<file path="config.mk">
export PLATFORM = sky130hd
export DESIGN_NAME = bp_phase_sync
export DESIGN_NICKNAME = d
export VERILOG_FILES = /design/src/rtl/bp_sync_pkg.sv /design/src/rtl/bp_sync_cdc.sv /design/src/rtl/bp_phase_ctr.sv /design/src/rtl/bp_phase_sync.sv
export SDC_FILE = /design/constraint.sdc
export NUM_CORES = 1
export LEC_CHECK = 0
export ABC_AREA = 1
export CAP_MARGIN = 15
export CORE_AREA = 4 4 41 43
export DETAILED_ROUTE_END_ITERATION = 8
export DIE_AREA = 0 0 45 47
export PLACE_DENSITY_LB_ADDON = 0.1
export SETUP_SLACK_MARGIN = 0.3
export SYNTH_ARGS = -nofsm -noshare
export SYNTH_HDL_FRONTEND = slang
export SYNTH_HIERARCHICAL = 1
export SYNTH_SLANG_ARGS = --single-unit
export TNS_END_PERCENT = 30
</file>
<file path="constraint.sdc">
create_clock -name clk -period 1.93 [get_ports clk]
set_clock_uncertainty 0.2 [all_clocks]
set_input_delay 0.193 -clock clk [delete_from_list [all_inputs] [get_ports clk]]
set_output_delay 0.193 -clock clk [all_outputs]
set_load 0.01 [all_outputs]
</file>
<file path="src/rtl/bp_sync_pkg.sv">
package bp_sync_pkg;
  // Largest number of backplane phases in any multiplex mode.
  localparam int unsigned MAX_PHASES = 4;
  localparam int unsigned PHASE_W    = $clog2(MAX_PHASES);

  typedef logic [PHASE_W-1:0] phase_t;

  // Mode value m selects m+1 phases, so the final phase index equals m.
  function automatic phase_t final_phase(input phase_t mode);
    return mode;
  endfunction
endpackage

</file>
<file path="src/rtl/bp_sync_cdc.sv">
// Shift-register synchronizer with a selectable idle (reset) level.
module bp_sync_cdc #(
  parameter int unsigned STAGES = 2,
  parameter bit          IDLE   = 1'b1
) (
  input  logic clk,
  input  logic rst,
  input  logic d,
  output logic q
);
  localparam int unsigned LAST = STAGES - 1;

  logic [STAGES-1:0] chain_q;

  always_ff @(posedge clk) begin
    if (rst) begin
      chain_q <= {STAGES{IDLE}};
    end else begin
      chain_q[0] <= d;
      for (int i = 1; i < STAGES; i++) begin
        chain_q[i] <= chain_q[i-1];
      end
    end
  end

  assign q = chain_q[LAST];
endmodule

</file>
<file path="src/rtl/bp_phase_ctr.sv">
// Backplane phase counter with forced realignment to the final phase.
module bp_phase_ctr #(
  parameter int unsigned PHASE_W = 2
) (
  input  logic               clk,
  input  logic               rst,
  input  logic               tick,
  input  logic [PHASE_W-1:0] last_ph,
  input  logic               line_act,
  input  logic               own_mask,
  output logic [PHASE_W-1:0] phase_q,
  output logic               drive_q,
  output logic               resync_hit
);
  logic [PHASE_W-1:0] phase_nx;
  logic               at_or_past_end;

  always_comb begin
    resync_hit     = line_act && !own_mask && (phase_q != last_ph);
    at_or_past_end = (phase_q >= last_ph);
    if (resync_hit) begin
      phase_nx = last_ph;
    end else if (tick) begin
      phase_nx = at_or_past_end ? '0 : PHASE_W'(phase_q + 1'b1);
    end else begin
      phase_nx = phase_q;
    end
  end

  always_ff @(posedge clk) begin
    if (rst) begin
      phase_q <= '0;
      drive_q <= 1'b0;
    end else begin
      phase_q <= phase_nx;
      drive_q <= (phase_nx == last_ph);
    end
  end
endmodule

</file>
<file path="src/rtl/bp_phase_sync.sv">
// Top: cascaded backplane phase synchronizer for one driver instance.
module bp_phase_sync #(
  parameter int unsigned PHASE_W     = bp_sync_pkg::PHASE_W,
  parameter int unsigned SYNC_STAGES = 2
) (
  input  logic               clk,
  input  logic               rst,
  input  logic               frame_tick,
  input  logic [PHASE_W-1:0] mux_mode,
  input  logic               sync_in,
  output logic [PHASE_W-1:0] bp_index,
  output logic               sync_drive_en
);
  logic               line_s;
  logic               own_s;
  logic               line_act;
  logic               resync_hit;
  logic [PHASE_W-1:0] last_ph;

  assign last_ph = PHASE_W'(mux_mode);

  // Shared line enters through the synchronizer; idle level is high.
  bp_sync_cdc #(.STAGES(SYNC_STAGES), .IDLE(1'b1)) line_sync_i (
    .clk (clk),
    .rst (rst),
    .d   (sync_in),
    .q   (line_s)
  );

  // Own drive delayed by the same depth so its echo can be masked.
  bp_sync_cdc #(.STAGES(SYNC_STAGES), .IDLE(1'b0)) own_dly_i (
    .clk (clk),
    .rst (rst),
    .d   (sync_drive_en),
    .q   (own_s)
  );

  assign line_act = ~line_s;

  bp_phase_ctr #(.PHASE_W(PHASE_W)) ctr_i (
    .clk        (clk),
    .rst        (rst),
    .tick       (frame_tick),
    .last_ph    (last_ph),
    .line_act   (line_act),
    .own_mask   (own_s),
    .phase_q    (bp_index),
    .drive_q    (sync_drive_en),
    .resync_hit (resync_hit)
  );
endmodule

</file>
# After elaboration in Yosys (flattened, before gate mapping)
# Index checks and enable logic that the tools add are counted.
totals:
  reg_bits: 7
  output_inout_bits: 3
  inputBits: 6
  mem_bits_rw: 0
  elab_cells: 15
  latch_bits: 0
  memories: 0
  rom_bits: 0
op_classes:
  mul: 0
  order_cmp: 1
  n_div: 0
  bitwise: 1
  mux: 3
  reduce_logical: 3
  add_sub_neg: 1
  shifts: 0
  n_eq_ne: 2
op_table:
  columns: ["op", "count"]
  rows:
  - ["$mux W2", 3]
  - ["$add A2 B1 Y2 const B", 1]
  - ["$eq A2 B2 Y1", 1]
  - ["$ge A2 B2 Y1", 1]
  - ["$logic_and A1 B1 Y1", 2]
  - ["$ne A2 B2 Y1", 1]
  - ["$logic_not A1 Y1", 1]
  - ["$not A1 Y1", 1]

# Logic depth before layout (Yosys ltp)
# Gate-level depths: netlist of the first run.
depth:
  ltp_word: 5
  ltp_mapped: 12
  depth_no_buf: 12

# By module
# The synthesis of the first run kept the hierarchy.
by_module_without_submodules:
  columns: ["mod", "cells_each", "seq_area_each_um2", "area_each_um2", "n_inst"]
  rows:
  - ["bp_phase_ctr", 46, 60.1, 302.8, 1]
  - ["bp_sync_cdc at line_sync_i", 7, 40.0, 58.8, 1]
  - ["bp_sync_cdc at own_dly_i", 6, 40.0, 55.1, 1]
  - ["bp_phase_sync", 1, 0.0, 3.8, 1]

# Worst setup path after synthesis of the first run
# OpenSTA, ideal clock, no wires.
synth_path:
  path_kind: "register -> register"
  from: "reg ctr_i.phase_q[0]"
  to: "reg ctr_i.drive_q"
  stages_incl_launch_ff: 13
  slack_ns: 0.313
  t_required_ns: 1.621
  period_less_slack_ns: 1.617
  setup_time_ns: 0.109
  path_buffers: 0
  t_arrival_ns: 1.308
  path_cell_list: "dfxtp_1 inv_1 ha_1 nand2_2 inv_4 nor2_8 nor2_2 nand2_1 nand2_1 nand2_1 nand2_1 nand2_1 inv_1"
synth_lines:
  columns: ["item", "line", "source"]
  rows:
  - ["start, declared", "bp_phase_ctr.sv:11", "output logic [PHASE_W-1:0] phase_q,"]
  - ["start signal, assigned", "bp_phase_ctr.sv:35", "phase_q <= phase_nx;"]
  - ["$ne A2 B2 Y1", "bp_phase_ctr.sv:19", "resync_hit = line_act && !own_mask && (phase_q != last_ph);"]
  - ["$logic_and A1 B1 Y1", "bp_phase_ctr.sv:19", null]
  - ["named net resync_hit", "bp_phase_sync.sv:17", "logic resync_hit;"]
  - ["$mux W2", "bp_phase_ctr.sv:21", "if (resync_hit) begin"]
  - ["$eq A2 B2 Y1", "bp_phase_ctr.sv:36", "drive_q <= (phase_nx == last_ph);"]
  - ["end signal, assigned", "bp_phase_ctr.sv:36", null]
  - ["end, declared", "bp_phase_ctr.sv:12", "output logic drive_q,"]
# The timed path passes the listed nets, and every way through them passes these cells.
# A chain may end at the register's enable or synchronous reset.

# Worst setup path in the final report of the first run
layout_path:
  from: "reg ctr_i.phase_q[1]"
  to: "out bp_index[1]"
layout_lines:
  columns: ["item", "line", "source"]
  rows:
  - ["end, declared", "bp_phase_sync.sv:11", "output logic [PHASE_W-1:0] bp_index,"]
# No word-level cell between the ends.

==> impl_metrics.env, run 1 <==
export IMPL_outcome="complete, no violations"
export IMPL_synthCells=60
export IMPL_synth_seq_cells=7
export IMPL_clock_path_buffers=2
export IMPL_report_final_slew_viol_count=0
export IMPL_rsz0062_at_grt="true"
export IMPL_initial_core_util_pct=32.31
export IMPL_peakVddDrop_uv=401.9
export IMPL_worstHoldStart="mux_mode[1]"
export IMPL_place_hpwl_um=614.6
export IMPL_hold_viol=0
export IMPL_nets=86
export IMPL_syn_area_sq_um=420.4
export IMPL_synthToLayoutAreaGrowth_pct=47.02
export IMPL_hold_slack_ns=0.2002
export IMPL_synth_top_area_share_pct=33.33
export IMPL_core_sq_um=1301
export IMPL_p_leak_nw=0.3422
export IMPL_fin_crit_ns=1.558
export IMPL_cp_arrival_ns=1.17
export IMPL_drc=0
export IMPL_path_buf_inv=1
export IMPL_maxCapViolCount=0
export IMPL_crit_path_max_fanout=4
export IMPL_setup_worst_path_end_class="output port"
export IMPL_mappedNetlistNets=68
export IMPL_cts_buffers=3
export IMPL_crit_slowest_cell="clkdlybuf4s50_1"
export IMPL_ant_nets=0
export IMPL_synth_area_per_cell_sq_um=7.007
export IMPL_die_area_sq_um=2115
export IMPL_grt_pass1_wl_mm=1.311
export IMPL_rows=13
export IMPL_seq_area_frac_synth_pct=33.33
export IMPL_cts_max_level=1
export IMPL_grt_max_degree=7
export IMPL_dr_pass1_iters=2
export IMPL_layout_setup_ws_ns=0.3720
export IMPL_drive_gt1_share_pct=31.17
export IMPL_cts_sinks=7
export IMPL_grt_ovfl_total=0
export IMPL_timing_slew_headroom_pct=86.07
export IMPL_io_pins=9
export IMPL_cts_hold_buf=0
export IMPL_yosys_warnings=6
export IMPL_critPathLaunchType="flop"
export IMPL_gp_congestion=0.7569
export IMPL_drt_iter0_markers=4
export IMPL_routed_wl_um=854
export IMPL_num_antenna_cells=0
export IMPL_grtUsageTotal_pct=9.098
export IMPL_antenna_found_initial=0
export IMPL_grt_pass1_vias=343
export IMPL_cts_tree="done"
export IMPL_holdCritPathClass="in -> reg"
export IMPL_fin_crit_sh_pct=80.73
export IMPL_crit_start="ctr_i/phase_q[1]"
export IMPL_fmax_mhz=641.8
export IMPL_worstPathRequired_ns=1.54
export IMPL_crit_type="reg -> out"
export IMPL_viasPerCell=4.141
export IMPL_route_vias_total=381
export IMPL_tightest_slew_ns=0.2084
export IMPL_port_buffers=8
export IMPL_wire_per_inst_um=9.283
export IMPL_synth_area_leader_cell="dfxtp_1"
export IMPL_crit_family="buffers and inverters"
export IMPL_die_y_um=47
export IMPL_path_clk_slew_ns=0.05
export IMPL_dieWidth_um=45
export IMPL_place_ws_ns=-0.2364
export IMPL_power_density_nw_per_um2=713.6
export IMPL_critPathMaxStageDelay_ns=0.54
export IMPL_root_buffer="clkbuf_4"
export IMPL_synth_area_leaders="dfxtp_1, nand2_1, inv_1, nand2_2, ha_1"
export IMPL_synthDistinctLibCells=15
export IMPL_fill_cells=146
export IMPL_finalSetupViolations=0
export IMPL_insertion_delay_ns=0.25
export IMPL_r2r_start="ctr_i/phase_q[0]"
export IMPL_worstPathCellList="clkdlybuf4s50_1"
[per-layer routing]
layer,vias up,track usage [%],part of all wire [%]
li1,206,-,-
met3,2,2.682,4.6
met1,164,9.132,47
met4,0,8.772,1.2
met2,9,14.97,47
met5,-,0,0
[Yosys cell counts (all sizes together)]
master	n
nand2	21
inv	14
dfxtp	7
nor2	7
nand3	3
a21oi	2
clkinv	2
ha	2
bufinv	1
nand4	1
[path summary, 6_finish.rpt]
path,endpoint,slack (ns),cells after the start
worst min-delay path,ctr_i/phase_q[1],0.20,3
worst max register to register,ctr_i/drive_q,0.38,12
worst max-delay path,bp_index[1],0.37,1
worst min register to register,line_sync_i/chain_q[1],0.21,2
[repair_timing]
action / CTS / global route
buffers inserted: 1 / 0
endpoints found under the setup margin: 3 / 2
pin swaps: 5 / 0
resized for setup: 8 / 2
[logic make-up (layout without fill, tap and decap cells)]
kind of cell | count (synthesis) | in the layout | synth area share [%]
compound gates | 2 | 2 | 2.381
fa+ha+maj | 2 | 2 | 5.951
flops | 7 | 7 | 33.33
simple gates | 32 | 32 | 39.29
buf+inv | 17 | 34 | 19.05
[cells in the final DEF (no fill, tap or decap)]
cell type and instances:
buf_4 5, inv_4 1, dfxtp_1 5, clkbuf_1 1, nand4_1 1, clkbuf_4 3
bufinv_8 1, nor2_1 4, nand2_4 1, dlygate4sd2_1 2, inv_1 12, dlymetal6s2s_1 1
nor2_4 1, clkdlybuf4s50_1 5, nand2_1 15, clkinv_1 2, dfxtp_2 2, inv_2 1
nor2_8 1, nand2_2 5, a21oi_1 2, nor2_2 1, ha_4 2, nand3_1 3
[where the power goes]
group | leakage, nW | switching (mW) | internal, mW
Clock | 0.0150 | 0.0518 | 0.0787
Combinational | 0.269 | 0.0735 | 0.0741
Sequential | 0.0583 | 0.00654 | 0.156
Total | 0.342 | 0.132 | 0.309
[flip-flops by register name, indices dropped and copies added, names as in the netlist]
signal / flops
ctr_i/drive_q: 1
ctr_i/phase_q: 2
line_sync_i/chain_q: 2
own_dly_i/chain_q: 2
[tightest hold or removal path, delay by kind of cell]
kind,cells,cell delay (ns)
compound gates,1,0.06
simple gates,1,0.09
buf+inv,1,0.25
[area by class of cell]
class                      instances  area [sq um]  share of cell area, %
multi-input combinational         36         232.7                  37.65
clock buffer                       4         26.28                  4.251
tap                               15         18.77                  3.036
timing repair buffer              13         117.6                  19.03
inverter                          17         80.08                  12.96
sequential                         7         142.6                  23.08
[metrics by stage]
step	utilization, %	setup TNS [ns]	instances	cell area, sq um	power (mW)
6_report	47.50	0	92	618.1	0.4411
4_1_cts	46.92	0	92	610.6	0.4453
3_3_place_gp	42.21	-0.4118	87	549.3	0.2915
3_5_place_dp	42.21	-0.5406	87	549.3	0.2923
2_1_floorplan	-	0	60	420.4	0.2413
5_1_grt	47.50	0	92	618.1	0.4761
Note: power is estimated with default switching activity, not from simulation.
==> run 2, diff against run 1 <==
clock period = 1.6 ns   (was 1.93 ns; I/O delays follow)
==> run 2 against run 1 <==
  * Global-route usage decreased by 0.30 points
  * Combinational power increased by 21%
  * Non-clock buffer count increased by 2
  * Via count decreased by 4.2%
  * Utilization increased by 2.4 points
  * Highest routed layer is now met3
  * Count of clock-buffer cells in the layout unchanged
  * Sequential power increased by 22%
  * Sequential share of layout area decreased by 0.73 points
  * Clock power increased by 18%
==> impl_metrics.env, run 2 (synthesized netlist as in run 1, its figures left out) <==
export IMPL_outcome="complete, no violations"
export IMPL_port_buffers=8
export IMPL_synthToLayoutAreaGrowth_pct=54.46
export IMPL_path_clk_slew_ns=0.05
export IMPL_insertion_delay_ns=0.24
export IMPL_setup_worst_path_end_class="flop"
export IMPL_cts_tree="done"
export IMPL_die_y_um=47
export IMPL_utilization_pct=49.90
export IMPL_initial_core_util_pct=32.31
export IMPL_grt_pass1_wl_mm=1.269
export IMPL_viasPerCell=3.883
export IMPL_rsz0062_at_grt="true"
export IMPL_cts_max_level=1
export IMPL_hold_viol=0
export IMPL_rows=13
export IMPL_grtUsageTotal_pct=8.803
export IMPL_root_buffer="clkbuf_4"
export IMPL_nets=88
export IMPL_tightest_slew_ns=0.1445
export IMPL_final_common_cell="nand2_1"
export IMPL_crit_slowest_cell="dfxtp_4"
export IMPL_core_sq_um=1301
export IMPL_maxCapViolCount=0
export IMPL_path_buf_inv=3
export IMPL_antenna_found_initial=0
export IMPL_cts_buffers=3
export IMPL_wire_per_inst_um=7.500
export IMPL_die_area_sq_um=2115
export IMPL_place_hpwl_um=579.1
export IMPL_critPathMaxStageDelay_ns=0.36
export IMPL_cts_sinks=7
export IMPL_drc=0
export IMPL_finalSetupViolations=0
export IMPL_fin_setup_tns_ns=0
export IMPL_p_leak_nw=0.3717
export IMPL_crit_type="reg -> reg"
export IMPL_ant_nets=0
export IMPL_peakVddDrop_uv=613.3
export IMPL_timing_slew_headroom_pct=90.34
export IMPL_dieWidth_um=45
export IMPL_drt_iter0_markers=4
export IMPL_grt_ovfl_total=0
export IMPL_finalInstanceArea_sq_um=649.4
export IMPL_final_cell_mix="nand2_1, inv_1, buf_4"
export IMPL_routed_wl_um=705
export IMPL_grt_pass1_vias=343
export IMPL_power_uw=532.3
export IMPL_fin_crit_ns=1.515
export IMPL_io_pins=9
export IMPL_dpl_cell_area_sq_um=599.3
export IMPL_clock_path_buffers=2
export IMPL_fin_crit_sh_pct=94.72
export IMPL_fmax_mhz=659.9
export IMPL_worstPathCellList="inv_4 -> ha_4 -> nand2_4 -> inv_4 -> nor2_8 -> nor2_4 -> nand2_2 -> nand2_1 -> nor2_1 -> nor2_1 -> nand2_1 -> inv_1"
export IMPL_route_vias_total=365
export IMPL_crit_family="simple AND/OR/NAND/NOR gates"
export IMPL_cp_arrival_ns=1.51
export IMPL_gp_congestion=0.6693
export IMPL_critPathLaunchType="flop"
export IMPL_drive_gt1_share_pct=36.71
export IMPL_holdCritPathClass="reg -> reg"
export IMPL_worstPathRequired_ns=1.59
export IMPL_reg_top3="ctr_i/phase_q: 2 flops, line_sync_i/chain_q: 2 flops, own_dly_i/chain_q: 2 flops"
export IMPL_grt_max_degree=6
export IMPL_power_density_nw_per_um2=819.7
export IMPL_crit_path_max_fanout=4
export IMPL_report_final_slew_viol_count=0
export IMPL_dr_pass1_iters=2
export IMPL_num_antenna_cells=0
-- run 2: changes by cell type in the layout (fill, tap and decap cells not counted), sizes merged --
cell and delta:
buf +2, dlygate4sd2 +1, dlymetal6s2s +1, clkdlybuf4s50 -2
-- run 2: metal layers --
metal	routed length [um]	global-route usage, %	share of wire (%)	vias to the layer above
li1	-	-	-	212
met1	346	9.425	49	143
met2	302	13.84	43	10
met3	56	6.897	7.9	0
met4	0	1.754	0	0
met5	0	0	0	-
-- run 2: power breakdown --
group	internal [mW]	leakage, nW	switching (mW)
clock network	0.0948	0.0150	0.0595
registers	0.189	0.0586	0.00992
logic	0.0927	0.298	0.0863
total	0.377	0.372	0.156
-- run 2: area by class of cell --
class	count	area (sq um)
Fill cell	145	651.9
Clock buffer	4	26.28
Tap cell	15	18.77
Sequential cell	7	145.1
Multi-Input combinational cell	36	242.7
Timing Repair Buffer	15	133.9
Inverter	17	82.58
-- run 2: through the flow --
step | std cells | hold slack [ns] | worst slack, ns
floorplan | 60 | 0.01936 | 0.1168
global placement | 89 | 0.1897 | -0.3907
detailed placement | 89 | 0.1974 | -0.3907
CTS | 94 | 0.2021 | 0.06267
finish | 94 | 0.1997 | 0.08456
global route | 94 | 0.2232 | -0.03980
-- run 2: what timing repair did --
item	4_1_cts	5_1_grt
pin swaps	3	1
hold endpoints to repair	0	0
endpoints found under the setup margin	6	5
setup buffers	1	0
hold buffers	0	0
gates resized for setup	3	7
-- run 2: final timing paths --
kind | to | startpoint | slack (ns) | cells past startpoint
hold / removal | own_dly_i/chain_q[1] | own_dly_i/chain_q[0] | 0.20 | 2
setup / recovery | ctr_i/drive_q | ctr_i/phase_q[0] | 0.08 | 12
setup reg to reg | ctr_i/drive_q | ctr_i/phase_q[0] | 0.08 | 12
hold reg to reg | own_dly_i/chain_q[1] | own_dly_i/chain_q[0] | 0.20 | 2
-- run 2: worst reg2reg max path: stages, from the launching register on --
cell and delay, ns:
dfxtp_4 0.36, inv_4 0.04, ha_4 0.26, nand2_4 0.06, inv_4 0.07, nor2_8 0.04, nor2_4 0.09, nand2_2 0.05
nand2_1 0.05, nor2_1 0.04, nor2_1 0.10, nand2_1 0.05, inv_1 0.05
